`src/rtl/mpu_pkg.sv`:
```
package mpu_pkg;
  localparam int unsigned NUM_REGIONS = 8;
  localparam int unsigned ADDR_W      = 32;
  localparam int unsigned PERM_W      = 4;
  localparam int unsigned LOW_IGNORE  = 6;

  typedef enum logic [1:0] {
    ACC_READ  = 2'd0,
    ACC_WRITE = 2'd1,
    ACC_EXEC  = 2'd2,
    ACC_RSVD  = 2'd3
  } acc_kind_e;
endpackage

```
`src/rtl/mpu_cfg_regs.sv`:
```
module mpu_cfg_regs #(
  parameter int unsigned NREG = mpu_pkg::NUM_REGIONS,
  parameter int unsigned DW   = mpu_pkg::ADDR_W,
  parameter int unsigned SW   = $clog2(NREG + 2),
  localparam int unsigned PW  = NREG * mpu_pkg::PERM_W
) (
  input  logic                     clk_i,
  input  logic                     rst_ni,
  input  logic                     wr_en_i,
  input  logic [SW-1:0]            wr_sel_i,
  input  logic [DW-1:0]            wr_data_i,
  output logic [NREG-1:0][DW-1:0]  region_o,
  output logic [PW-1:0]            dperm_o,
  output logic [PW-1:0]            iperm_o
);
  localparam logic [PW-1:0] PermRst = {NREG{4'h2}};
  localparam logic [SW-1:0] SelD    = SW'(NREG);
  localparam logic [SW-1:0] SelI    = SW'(NREG + 1);

  for (genvar n = 0; n < NREG; n++) begin : g_region
    always_ff @(posedge clk_i or negedge rst_ni) begin
      if (!rst_ni)                                 region_o[n] <= '0;
      else if (wr_en_i && wr_sel_i == SW'(n))      region_o[n] <= wr_data_i;
    end
  end

  always_ff @(posedge clk_i or negedge rst_ni) begin
    if (!rst_ni) begin
      dperm_o <= PermRst;
      iperm_o <= PermRst;
    end else if (wr_en_i) begin
      if (wr_sel_i == SelD) dperm_o <= wr_data_i[PW-1:0];
      if (wr_sel_i == SelI) iperm_o <= wr_data_i[PW-1:0];
    end
  end
endmodule

```
`config.mk`:
```
export PLATFORM = sky130hd
export DESIGN_NAME = mpu_cfg_regs
export DESIGN_NICKNAME = d
export VERILOG_FILES = /design/src/rtl/mpu_pkg.sv /design/src/rtl/mpu_cfg_regs.sv
export SDC_FILE = /design/constraint.sdc
export NUM_CORES = 1
export LEC_CHECK = 0
export BUFFER_PORTS_ARGS = -buffer_cell sky130_fd_sc_hd__buf_2
export CAP_MARGIN = 20
export CORE_MARGIN = 4
export CORE_UTILIZATION = 30
export CTS_CLUSTER_DIAMETER = 40
export CTS_CLUSTER_SIZE = 12
export DETAILED_ROUTE_END_ITERATION = 8
export GPL_TIMING_DRIVEN = 0
export PLACE_DENSITY = 0.58
export SYNTH_ARGS = -nofsm -noshare
export SYNTH_HDL_FRONTEND = slang
export SYNTH_SLANG_ARGS = --single-unit
```
`constraint.sdc`:
```
create_clock -name clk_i -period 1.4 [get_ports clk_i]
set_input_delay 0.07 -clock clk_i [delete_from_list [all_inputs] [get_ports clk_i]]
set_output_delay 0.07 -clock clk_i [all_outputs]
set_load 0.02 [all_outputs]
```
[Word level (Yosys, flattened, before mapping)]
Index checks and enable logic that the tools add are counted.
Storage, ports and cells
  bits in registers: 320
  input bits: 39
Operators by class
  equality and inequality tests: 9
  reductions and logical operators: 11
Operators by type and width (count)
  4-bit by 3-bit == test with 1-bit output (second input constant): 4
  4-bit by 2-bit == test with 1-bit output (second input constant): 2
  4-bit == test (second input constant): 2
  1-bit logical AND: 8
  4-bit by 1-bit == test with 1-bit output (second input constant): 1
  4-bit logical NOT: 1
  2-bit AND reduction: 2

[Depth between registers and ports, before layout]
  depth after elaboration: 2
  gate-level depth with buffers: 6

[Least setup slack after synthesis]
Ideal clock, no wire load.
  path type: in2reg
  from: in wr_sel_i[0]
  to: reg dperm_o[10]
  setup time: 0.125 ns
  data arrival time: 1.250 ns
  required time: 1.275 ns
  path slack: 0.024 ns
  cell stages on the path: 5
  cells stage by stage: buf_6 > or4_4 > buf_6 > buf_6 > mux2_4
On the way
  word-level cells in the longest chain between the ends: 2
Ends and longest elaborated chain
  start: declaration: RTL line mpu_cfg_regs.sv:10  | input logic [SW-1:0] wr_sel_i,
  4-bit == test: RTL line mpu_cfg_regs.sv:32  | if (wr_sel_i == SelD) dperm_o <= wr_data_i[PW-1:0];
  2-bit AND reduction (no source line)
  end signal: assignment: RTL line mpu_cfg_regs.sv:29  | dperm_o <= PermRst;
  end signal: assignment: RTL line mpu_cfg_regs.sv:32
  end: declaration: RTL line mpu_cfg_regs.sv:13  | output logic [PW-1:0] dperm_o,
No other way between the ends.
A chain may end at the register's enable or synchronous reset.

[Worst setup path after layout]
  from: reg iperm_o[5]
  to: out iperm_o[5]
RTL lines
  start: declaration: RTL line mpu_cfg_regs.sv:14  | output logic [PW-1:0] iperm_o
  start signal: assignment: RTL line mpu_cfg_regs.sv:30  | iperm_o <= PermRst;
  start signal: assignment: RTL line mpu_cfg_regs.sv:33  | if (wr_sel_i == SelI) iperm_o <= wr_data_i[PW-1:0];
No word-level cell between the ends.

==> summary.txt <==
CTS
  • CTS Buffer Depth: 3
  • Sink Count: 320
  • CTS tree: built
  • TritonCTS Buffers: 52
  • CTS H-Tree Depth: 2
  • Worst skew pair latency: 0.57 ns
  • CTS Root Cell: clkbuf_16
  • Postcts setup bufs: 0
  • Clk slew on worst S/H paths: 0.05 ns

Drt
  • Drt wl/cell: 20.6 um
  • Via count: 7510
  • Antenna Nets Post-Route: 0
  • First-pass DRT Iterations: 4
  • Post-Route WL: 34600 um
  • Vias/cell: 4.48
  • Initial DRC Count: 305
  • # DRC: 0

Timing
  • Slew HR: 0.550
  • Slew Viols, Final: 0
  • Hold_ws: -0.0391 ns
  • Fin crit share: 0.959
  • Setup_tns: 0 ns
  • RSZ-0062 raised after global routing: false
  • Final Setup Violations: 0
  • Worst Skew: 0 ns
  • Tightest Pin Transition: 0.675 ns
  • Final hold vios: 2
  • Final worst setup slack: 0.0568 ns
  • Fmax: 745 MHz
  • Final min period: 1.34 ns

Final layout
  • Layout Cells excl Fill: 1676
  • Most common cell after layout, fill and taps aside: buf_2
  • Commonest non-fill, non-tap cells in the layout: buf_2 (348), dfrtp_1 (304), mux2_2 (284)
  • Area growth, synth to finish: 34.9%
  • Final Util: 0.411
  • Fin area: 16400 um2
  • Share of cells above drive strength 1: 0.684
  • Final #Nets: 1145

Synthesis
  • Syn avg cell area: 16.9 um2
  • #FFs+latches synth: 320
  • Sequential area share after synthesis: 0.659
  • Post-Syn Nets: 761
  • Syn Std Cell Area: 12200 um2
  • Number of distinct library cells after synthesis: 17
  • Yosys warns: 0
  • Post-Synthesis Cells: 722

Power and ir drop
  • Final Power: 34.0 mW
  • P_int: 23.2 mW
  • Worst vdd ir: 1.01 mV
  • Sw power: 10.8 mW
  • Sequential Power Share: 0.368
  • PD cells: 2070 nW/um2
  • Comb pwr share: 0.239
  • Clock Power Share: 0.392
  • Pleak: 8.01 nW
  • Sw Share: 0.319

Worst setup path
  • Critical Path AT: 1.27 ns
  • Crit end category: primary output
  • Worst path depth: 1
  • Max FO, Critical Path: 2
  • Crit path kind: reg -> out
  • CP Launch Type: register
  • R2R depth: 2
  • Worst path cell trace: buf_2
  • Bufs and invs on worst path: 1
  • Crit path largest cell delay: 0.54 ns
  • Delay-heaviest family, CP: flip-flops
  • CP required: 1.33 ns
  • Highest-delay cell along the critical path: dfstp_2
  • Register-to-register setup slack: 0.10 ns

Global route
  • Largest net degree at the start of global routing: 118
  • Met3 Usage GRT: 0.0590
  • Vias in the first global route: 8171
  • GRT met1 Usage: 0.191
  • First-pass GRT wire length: 52600 um
  • GRT Max-Usage Layer: met2
  • Total GRT Usage: 0.155
  • Met2 Use GR: 0.252
  • Grt ovf: 0
  • Antenna violations before repair: 1

Placement
  • Gpl congestion: 0.753
  • Placed cell area: 14500 um2
  • PortBufs: 325
  • Placed cells: 1574
  • Setup slack at placement: -0.603 ns
  • Hpwl dp: 24500 um

Floorplan
  • Placeable core area: 39900 um2
  • # rows: 73
  • Starting Density: 0.305
  • Die width: 209 um
  • Height of the die: 209 um
  • # IOs: 359
  • Die area: 43900 um2

Outcome
  • Failing checks: hold timing
  • Outcome: finished, violations left

Min path
  • Hold path depth: 3
  • Hold Crit Class: in -> reg

Flow run
  • MaxCap Viol Count: 0
==> per-layer routing <==
metal | wire length, um | vias up | share of wire
met4 | 1000 | 0 | 0.029
met1 | 14400 | 3870 | 0.42
met5 | 0 | - | 0
met3 | 2770 | 65 | 0.080
li1 | - | 3324 | -
met2 | 16400 | 251 | 0.48
==> worst paths after layout <==
check | startpoint | end
max | iperm_o[5] | iperm_o[5]
min | wr_sel_i[0] | region_o[203]
max reg2reg | iperm_o[31] | iperm_o[31]
min reg2reg | region_o[162] | region_o[162]
max in group asynchronous | rst_ni | region_o[19]
min in group asynchronous | rst_ni | dperm_o[28]
==> state kept, by name (all words and copies together) (netlist names) <==
name	count
dperm_o	32
iperm_o	32
region_o	256
==> power by group through the flow <==
| stage | sequential (mW) | clock (mW) | combinational (mW) |
|---|---|---|---|
| after floorplan | 15.4 | 0 | 2.14 |
| after detailed placement | 12.7 | 0 | 8.24 |
| after global routing | 12.8 | 14.2 | 8.65 |
| after global placement | 12.6 | 0 | 8.17 |
| final | 12.5 | 13.3 | 8.14 |
| after CTS | 12.5 | 13.7 | 8.26 |
==> Yosys cell counts, drive strengths merged <==
| master | n | area, um2 |
|---|---|---|
| and3 | 1 | 6.26 |
| mux2 | 320 | 3720 |
| clkbuf | 2 | 7.51 |
| nand3b | 3 | 22.5 |
| dfrtp | 304 | 7610 |
| nor3b | 2 | 25.0 |
| nor3 | 1 | 10.0 |
| buf | 64 | 312 |
| or4 | 1 | 11.3 |
| nor2 | 3 | 11.3 |
| nand2 | 3 | 11.3 |
| nand2b | 2 | 12.5 |
| dfstp | 16 | 420 |
==> cells by family after synthesis <==
group,share of synthesized area
mux,0.305
simple gates,0.00904
flops,0.659
buf+inv,0.0262
==> layout make-up <==
| cell class | count | area (um2) |
|---|---|---|
| Antenna cell | 1 | 2.50 |
| Buffer | 66 | 322 |
| Clock buffer | 61 | 1410 |
| Clock inverter | 37 | 444 |
| Fill cell | 3695 | 23500 |
| Multi-Input combinational cell | 336 | 3830 |
| Sequential cell | 320 | 8030 |
| Tap cell | 525 | 657 |
| Timing Repair Buffer | 330 | 1730 |
==> repair_timing <==
action / 4_1_cts / 5_1_grt
hold buffers: 1 / 2
endpoints found under the setup margin: 0 / 111
resized for setup: 0 / 6
hold endpoints to repair: 106 / 4
Power figures use the tool's default switching activity.
